File: config.mk
export PLATFORM = sky130hd
export DESIGN_NAME = isq_sequencer
export DESIGN_NICKNAME = d
export VERILOG_FILES = /design/src/rtl/isq_pkg.sv /design/src/rtl/isq_phase_gen.sv /design/src/rtl/isq_pc_unit.sv /design/src/rtl/isq_fetch_reg.sv /design/src/rtl/isq_sequencer.sv
export SDC_FILE = /design/constraint.sdc
export NUM_CORES = 1
export LEC_CHECK = 0
export ABC_AREA = 1
export ABC_CLOCK_PERIOD_IN_PS = 1600
export CORE_MARGIN = 8
export CORE_UTILIZATION = 42
export DETAILED_ROUTE_END_ITERATION = 8
export PLACE_DENSITY = 0.87
export SYNTH_ARGS = -nofsm -noshare
export SYNTH_HDL_FRONTEND = slang
export SYNTH_SLANG_ARGS = --single-unit
File: constraint.sdc
create_clock -name clk -period 1.6 [get_ports clk]
set_input_delay 0.32 -clock clk [delete_from_list [all_inputs] [get_ports clk]]
set_output_delay 0.32 -clock clk [all_outputs]
set_load 0.02 [all_outputs]
File: src/rtl/isq_pkg.sv
package isq_pkg;
  // Width of one program-memory word.
  localparam int unsigned WORD_W = 14;
  // Word executed in a discarded slot.
  localparam logic [WORD_W-1:0] EMPTY_WORD = '0;
endpackage

File: src/rtl/isq_phase_gen.sv
module isq_phase_gen #(
  parameter int unsigned NUM_PH = 4
) (
  input  logic              clk,
  input  logic              rst,
  output logic [NUM_PH-1:0] phase_oh,
  output logic              cyc_end
);
  localparam int unsigned PH_W = (NUM_PH > 1) ? $clog2(NUM_PH) : 1;
  localparam logic [PH_W-1:0] LAST_IDX = PH_W'(NUM_PH - 1);

  logic [PH_W-1:0] ph_cnt;

  // Phase index counter; its terminal value marks the end of the machine cycle.
  always_ff @(posedge clk) begin
    if (rst) begin
      ph_cnt <= '0;
    end else if (ph_cnt == LAST_IDX) begin
      ph_cnt <= '0;
    end else begin
      ph_cnt <= ph_cnt + 1'b1;
    end
  end

  // Rotating one-hot phase output, registered.
  always_ff @(posedge clk) begin
    if (rst) begin
      phase_oh <= NUM_PH'(1);
    end else begin
      phase_oh <= {phase_oh[NUM_PH-2:0], phase_oh[NUM_PH-1]};
    end
  end

  assign cyc_end = (ph_cnt == LAST_IDX);

  assert_phase_onehot_R1: assert property (@(posedge clk) disable iff (rst)
    $countones(phase_oh) == 1);

  assert_phase_agree_R1: assert property (@(posedge clk) disable iff (rst)
    cyc_end == phase_oh[NUM_PH-1]);
endmodule

File: src/rtl/isq_pc_unit.sv
module isq_pc_unit #(
  parameter int unsigned PC_W  = 13,
  parameter int unsigned TGT_W = 11
) (
  input  logic             clk,
  input  logic             rst,
  input  logic             cyc_end,
  input  logic             take_xfer,
  input  logic [TGT_W-1:0] xfer_target,
  output logic [PC_W-1:0]  pc
);
  logic [PC_W-1:0] tgt_ext;

  // Fit the target to the counter width: zero-extend or truncate.
  generate
    if (PC_W > TGT_W) begin : g_ext
      assign tgt_ext = {{(PC_W-TGT_W){1'b0}}, xfer_target};
    end else begin : g_trunc
      assign tgt_ext = xfer_target[PC_W-1:0];
    end
  endgenerate

  always_ff @(posedge clk) begin
    if (rst) begin
      pc <= '0;
    end else if (cyc_end) begin
      if (take_xfer) begin
        pc <= tgt_ext;
      end else begin
        pc <= pc + 1'b1;
      end
    end
  end

  assert_pc_hold_R3: assert property (@(posedge clk) disable iff (rst)
    !cyc_end |=> $stable(pc));

  assert_pc_load_R5: assert property (@(posedge clk) disable iff (rst)
    cyc_end && take_xfer |=> pc == $past(tgt_ext));

  assert_pc_step_R4: assert property (@(posedge clk) disable iff (rst)
    cyc_end && !take_xfer |=> pc == PC_W'($past(pc) + 1'b1));
endmodule

File: src/rtl/isq_fetch_reg.sv
module isq_fetch_reg
  import isq_pkg::*;
(
  input  logic              clk,
  input  logic              rst,
  input  logic              cyc_end,
  input  logic [WORD_W-1:0] pmem_rdata,
  input  logic              xfer_req,
  input  logic              skip_req,
  output logic [WORD_W-1:0] instr,
  output logic              instr_valid,
  output logic              take_xfer
);
  logic flush;

  // Only a live instruction may redirect the fetch stream.
  assign flush     = instr_valid && (xfer_req || skip_req);
  assign take_xfer = cyc_end && instr_valid && xfer_req;

  always_ff @(posedge clk) begin
    if (rst) begin
      instr       <= EMPTY_WORD;
      instr_valid <= 1'b0;
    end else if (cyc_end) begin
      if (flush) begin
        instr       <= EMPTY_WORD;
        instr_valid <= 1'b0;
      end else begin
        instr       <= pmem_rdata;
        instr_valid <= 1'b1;
      end
    end
  end

  assert_flush_empty_R6: assert property (@(posedge clk) disable iff (rst)
    cyc_end && instr_valid && (xfer_req || skip_req) |=> !instr_valid && instr == EMPTY_WORD);

  assert_ir_capture_R4: assert property (@(posedge clk) disable iff (rst)
    cyc_end && !(instr_valid && (xfer_req || skip_req)) |=> instr_valid && instr == $past(pmem_rdata));

  assert_ir_hold_R9: assert property (@(posedge clk) disable iff (rst)
    !cyc_end |=> $stable(instr) && $stable(instr_valid));
endmodule

File: src/rtl/isq_sequencer.sv
module isq_sequencer
  import isq_pkg::*;
#(
  parameter int unsigned PC_W   = 13,
  parameter int unsigned TGT_W  = 11,
  parameter int unsigned NUM_PH = 4
) (
  input  logic              clk,
  input  logic              rst,
  output logic [NUM_PH-1:0] phase,
  output logic [PC_W-1:0]   pmem_addr,
  input  logic [WORD_W-1:0] pmem_rdata,
  input  logic              xfer_req,
  input  logic [TGT_W-1:0]  xfer_target,
  input  logic              skip_req,
  output logic [WORD_W-1:0] instr,
  output logic              instr_valid
);
  logic cyc_end;
  logic take_xfer;

  isq_phase_gen #(.NUM_PH(NUM_PH)) u_phase (
    .clk      (clk),
    .rst      (rst),
    .phase_oh (phase),
    .cyc_end  (cyc_end)
  );

  isq_fetch_reg u_fetch (
    .clk         (clk),
    .rst         (rst),
    .cyc_end     (cyc_end),
    .pmem_rdata  (pmem_rdata),
    .xfer_req    (xfer_req),
    .skip_req    (skip_req),
    .instr       (instr),
    .instr_valid (instr_valid),
    .take_xfer   (take_xfer)
  );

  isq_pc_unit #(.PC_W(PC_W), .TGT_W(TGT_W)) u_pc (
    .clk         (clk),
    .rst         (rst),
    .cyc_end     (cyc_end),
    .take_xfer   (take_xfer),
    .xfer_target (xfer_target),
    .pc          (pmem_addr)
  );

  // A flushed slot cannot start another flush in the following cycle.
  assert_empty_slot_inert_R8: assert property (@(posedge clk) disable iff (rst)
    phase[NUM_PH-1] && !instr_valid |=> instr_valid);
endmodule

# Yosys cells after proc, flatten, opt, wreduce, memory -nomap -nowiden
# Cells that the tools add are included.
# op_classes
order_cmp,0
div_mod_pow,0
n_mul,0
n_reduce_logical,5
n_eq_ne,1
shift,0
bitwise,0
add_sub_neg,2
muxes,3
# op_table
operator,count
two-way mux 14 bit,1
"adder 13 x 1 -> 13 bit, second input constant",1
two-way mux 13 bit,1
logical AND 1 bit,3
"adder 2 x 1 -> 2 bit, second input constant",1
"== test 2 bit, second input constant",1
OR reduction 2 bit,1
logical OR 1 bit,1
two-way mux 1 bit,1
# word_totals
memories,0
inputBits,29
regBits,34
mem_bits_rw,0
mem_bits_ro,0
latchBits,0

# Longest topological paths before layout
# depth
ltp_word,4
mapped_depth,8
mapped_depth_nobuf,8

# By module
# A second synthesis with hierarchy kept.
# hier_totals
hier_cells,226
area_unflattened_um2,1662.8
# modules_own_cells
mod,n_inst,seq_area_each_um2,cells_per_inst,area_per_inst_um2
isq_pc_unit,1,260.2,138,818.3
isq_fetch_reg,1,300.3,68,660.6
isq_phase_gen,1,120.1,20,183.9

# Worst setup path before layout
# No wires, ideal clock.
# synth_timing
path_type,flip-flop to flip-flop
from,reg u_pc.pc[0]
to,reg u_pc.pc[12]
path_stages_with_launch,9
path_buffers,0
setup_ns,0.113
t_arrival_ns,1.280
slack_ns,0.207
path_cell_list,dfxtp_1 -> ha_1 -> nand2_2 -> nor2_4 -> nand3_1 -> nor2_2 -> nand2_1 -> nand2_1 -> nor2_1
# synth_between
elab_chain_len,2
# synth_lines
element,line,text
from (decl),isq_pc_unit.sv:10,output logic [PC_W-1:0] pc
from (signal assigned),isq_pc_unit.sv:28,pc <= tgt_ext;
from (signal assigned),isq_pc_unit.sv:30,pc <= pc + 1'b1;
adder 13 x 1 -> 13 bit,isq_pc_unit.sv:30,
two-way mux 13 bit,isq_pc_unit.sv:27,if (take_xfer) begin
# Every way passes these cells.
# A chain may end at the register's enable or synchronous reset.

# Worst setup path after layout
# layout_timing
from,reg u_phase.ph_cnt[0]
to,reg u_pc.pc[5]
# layout_between
elab_chain_len,4
# layout_lines
element,line,text
from (decl),isq_phase_gen.sv:12,logic [PH_W-1:0] ph_cnt;
from (signal assigned),isq_phase_gen.sv:21,ph_cnt <= ph_cnt + 1'b1;
== test 2 bit (*),isq_phase_gen.sv:34,assign cyc_end = (ph_cnt == LAST_IDX);
logical AND 1 bit (2 in a row),isq_fetch_reg.sv:18,assign take_xfer = cyc_end && instr_valid && xfer_req;
two-way mux 13 bit,isq_pc_unit.sv:27,
# Mark *: on every way between the ends. The rest lies on a longest branch, timed or not.

==> results_dict.tcl <==
set metrics [dict create \
    outcome "complete, no violations" \
    cts_buffers 5 \
    placementRows 21 \
    worstSetupPathType "reg -> reg" \
    grt-ovfl-total 0 \
    grt_first_pass_wirelength_um 6290 \
    powerDensity_nw_per_um2 707 \
    rsz0062_at_grt "no" \
    clk_latency_ps 330 \
    drt-total-wl_um 3910 \
    diodes 0 \
    start_util_pct 44.1 \
    hold_slack_ps 425 \
    syn-cell-area_um2 1500 \
    synth_top_cell_area_share_pct 45.5 \
    yosysWarningCount 0 \
    drtPass1Iterations 4 \
    rrSetupSlack_ps 140 \
    period_needed_ps 1460 \
    postCtsHoldBufs 0 \
    grt_max_degree 24 \
    finalCritPeriodShare_pct 91.2 \
    skew_ps 6.78 \
    cts_buffer_depth 2 \
    gp_congestion 0.760 \
    vias_per_cell 4.91 \
    dp_hpwl_um 3030 \
    pre_cts_slack_ps -286 \
    cts_tree "done" \
    setup-violations-final 0 \
    ant_nets 0 \
    timing.final.ws_setup_ps 140 \
    die_x_um 75.7 \
    first_global_vias 1376 \
    hold_path_class "reg -> reg" \
    r2r_start "u_phase.ph_cnt[0]" \
    grt_usage_pct 14.6 \
    worst_pin_slew_ps 541 \
    reg2regPathDepth 9 \
    final_util_pct 64.9 \
    fmax_ghz 0.685 \
    grt_antenna_before_repair 0 \
    core_area_um2 3390 \
    cts.htree.levels 2 \
    max_slew_margin_pct 63.9 \
    synthCells 188 \
    yosys.area.top_type "dfxtp_1" \
    postCtsSetupBuffers 0 \
    die_h_um 75.7 \
    drc 0 \
    finalPower_mw 1.55 \
    syn2layout_area_growth_pct 47.1 \
    post_route_cells_drive_above_1_share_pct 13.0 \
    layout.nets 285 \
    cts_root_buffer "clkbuf_4" \
    end_kind "register" \
    hold_viol 0 \
    critPathRequiredTime_ps 1860 \
    path_max_fanout 20 \
    ys_top_cells_by_area "dfxtp_1 (46%), nand2_1 (9.8%), a32o_1 (9.4%), nor2_1 (6.3%), nand3_1 (3.7%)" \
    portBuffers 60 \
    timing.rr.end "u_pc.pc[5]" \
    cellLeakagePower_nw 1.05 \
    syn_avg_cell_area_um2 7.95 \
    die_area_um2 5730 \
    via_count 1472 \
    worst-endpoint-arrival_ps 1720 \
    syn_nets 219 \
    worst_hold_startpoint "u_phase.phase_oh[0]" \
    holdPathEnd "u_phase.phase_oh[1]" \
    drv_slew 0 \
    seq_area_frac_synth_pct 45.5 \
    min_path_cells 2 \
    clkSinkCount 34 \
    drt-initial-drc-count 79 \
    ir_drop_mv 0.651 \
    fillers 297 \
    synthDistinctLibCells 26 \
    routedWlPerCell_um 13.0 \
    ys_ff_latch 34 \
    maxCapViolCount 0 \
    startpoint_type "register" \
    path_clk_slew_ps 100 \
    ioPinCount 61 \
]
[how the worst max path moves through the flow]
stage                                   start           to  cells after the start
final                       u_phase.ph_cnt[0]   u_pc.pc[5]                      9
after global routing        u_phase.ph_cnt[0]   u_pc.pc[8]                      9
after CTS                 u_phase.phase_oh[3]     phase[3]                      1
after detailed placement                  rst   u_pc.pc[3]                      4
after global placement                    rst   u_pc.pc[3]                      4
after floorplan                    u_pc.pc[0]  u_pc.pc[12]                      8
[critical path, stage by stage (launching register included)]
cell and delay (ps):
dfxtp_1 360, ha_1 250, buf_4 180, inv_2 40, nor2_2 120, buf_12 170, inv_4 60, nor2_1 100
nand2_1 60, o21ai_1 60
[power breakdown]
part / leakage [nW] / internal [mW] / total (mW) / switching [mW]
combinational: 0.740 / 0.119 / 0.226 / 0.107
clock: 0.0308 / 0.158 / 0.436 / 0.278
sequential: 0.276 / 0.876 / 0.893 / 0.0168
[kinds of logic after synthesis]
family / after synthesis / share of synthesized area, %
compound gates: 32 / 15.8
xor+xnor: 1 / 0.586
fa+ha+maj: 2 / 1.67
flops: 34 / 45.5
simple gates: 93 / 28.7
buf+inv: 26 / 7.70
[Yosys cell counts]
master,n
nor2_4,3
or2_2,1
a21oi_1,2
inv_1,12
buf_4,2
xor2_1,1
nand2_2,3
o22ai_1,2
o21ai_0,2
a32o_1,14
nand4_1,1
inv_4,1
nand3b_1,3
nand3_2,1
nor3_1,1
ha_1,2
dfxtp_1,34
nor2_1,25
a22o_1,1
nand2_1,39
inv_2,5
clkinv_2,1
o21ai_1,11
nand3_1,11
nor2_2,5
buf_2,5
[layout make-up]
class                      instances  area [um2]  area share, %
timing repair buffer              66         634           28.8
clock inverter                     2        10.0          0.455
clock buffer                       5        37.5           1.71
inverter                          19        75.1           3.41
tap                               46        57.6           2.62
sequential                        34         681           30.9
multi-input combinational        128         704           32.0
[cell usage in the layout, fill, tap and decap left out, drive strengths merged]
| cell | netlist | routed |
|---|---|---|
| nand4 | 1 | 1 |
| nand2 | 42 | 42 |
| nor2 | 33 | 33 |
| buf | 7 | 6 |
| xor2 | 1 | 1 |
| nand3 | 12 | 12 |
| nand3b | 3 | 3 |
| dlymetal6s2s | 0 | 1 |
| clkbuf | 0 | 5 |
| o22ai | 2 | 2 |
| dfxtp | 34 | 34 |
| o21ai | 13 | 13 |
| a32o | 14 | 14 |
| a21oi | 2 | 2 |
| dlygate4sd2 | 0 | 31 |
| or2 | 1 | 1 |
| clkdlybuf4s50 | 0 | 28 |
| clkinv | 1 | 3 |
| a22o | 1 | 1 |
| inv | 18 | 18 |
| nor3 | 1 | 1 |
| ha | 2 | 2 |
[timing repair]
| item | in CTS | in global routing |
|---|---|---|
| gates resized for setup | 32 | 1 |
| setup endpoints to repair | 44 | 1 |
| hold endpoints to repair | 0 | 0 |
[through the flow]
| step | cell area [um2] | instances | TNS (ps) |
|---|---|---|---|
| 6_report | 2200 | 300 | 0 |
| 5_1_grt | 2200 | 300 | 0 |
| 4_1_cts | 2200 | 300 | 0 |
| 3_5_place_dp | 2180 | 293 | -5000 |
| 3_3_place_gp | 2180 | 293 | -4480 |
| 2_1_floorplan | 1500 | 188 | 0 |
[registers in the layout, indices dropped and copies added (netlist names)]
register             flops
u_fetch.instr           14
u_pc.pc                 13
u_phase.phase_oh         4
u_phase.ph_cnt           2
u_fetch.instr_valid      1
[per-layer routing]
metal | vias up | track usage (%) | part of all wire (%)
met5 | - | 0 | 0
met4 | 0 | 3.84 | 0.79
met3 | 4 | 9.61 | 13
met2 | 48 | 22.0 | 43
met1 | 653 | 16.7 | 43
li1 | 767 | - | -
Note: power is estimated with default switching activity, not from simulation.
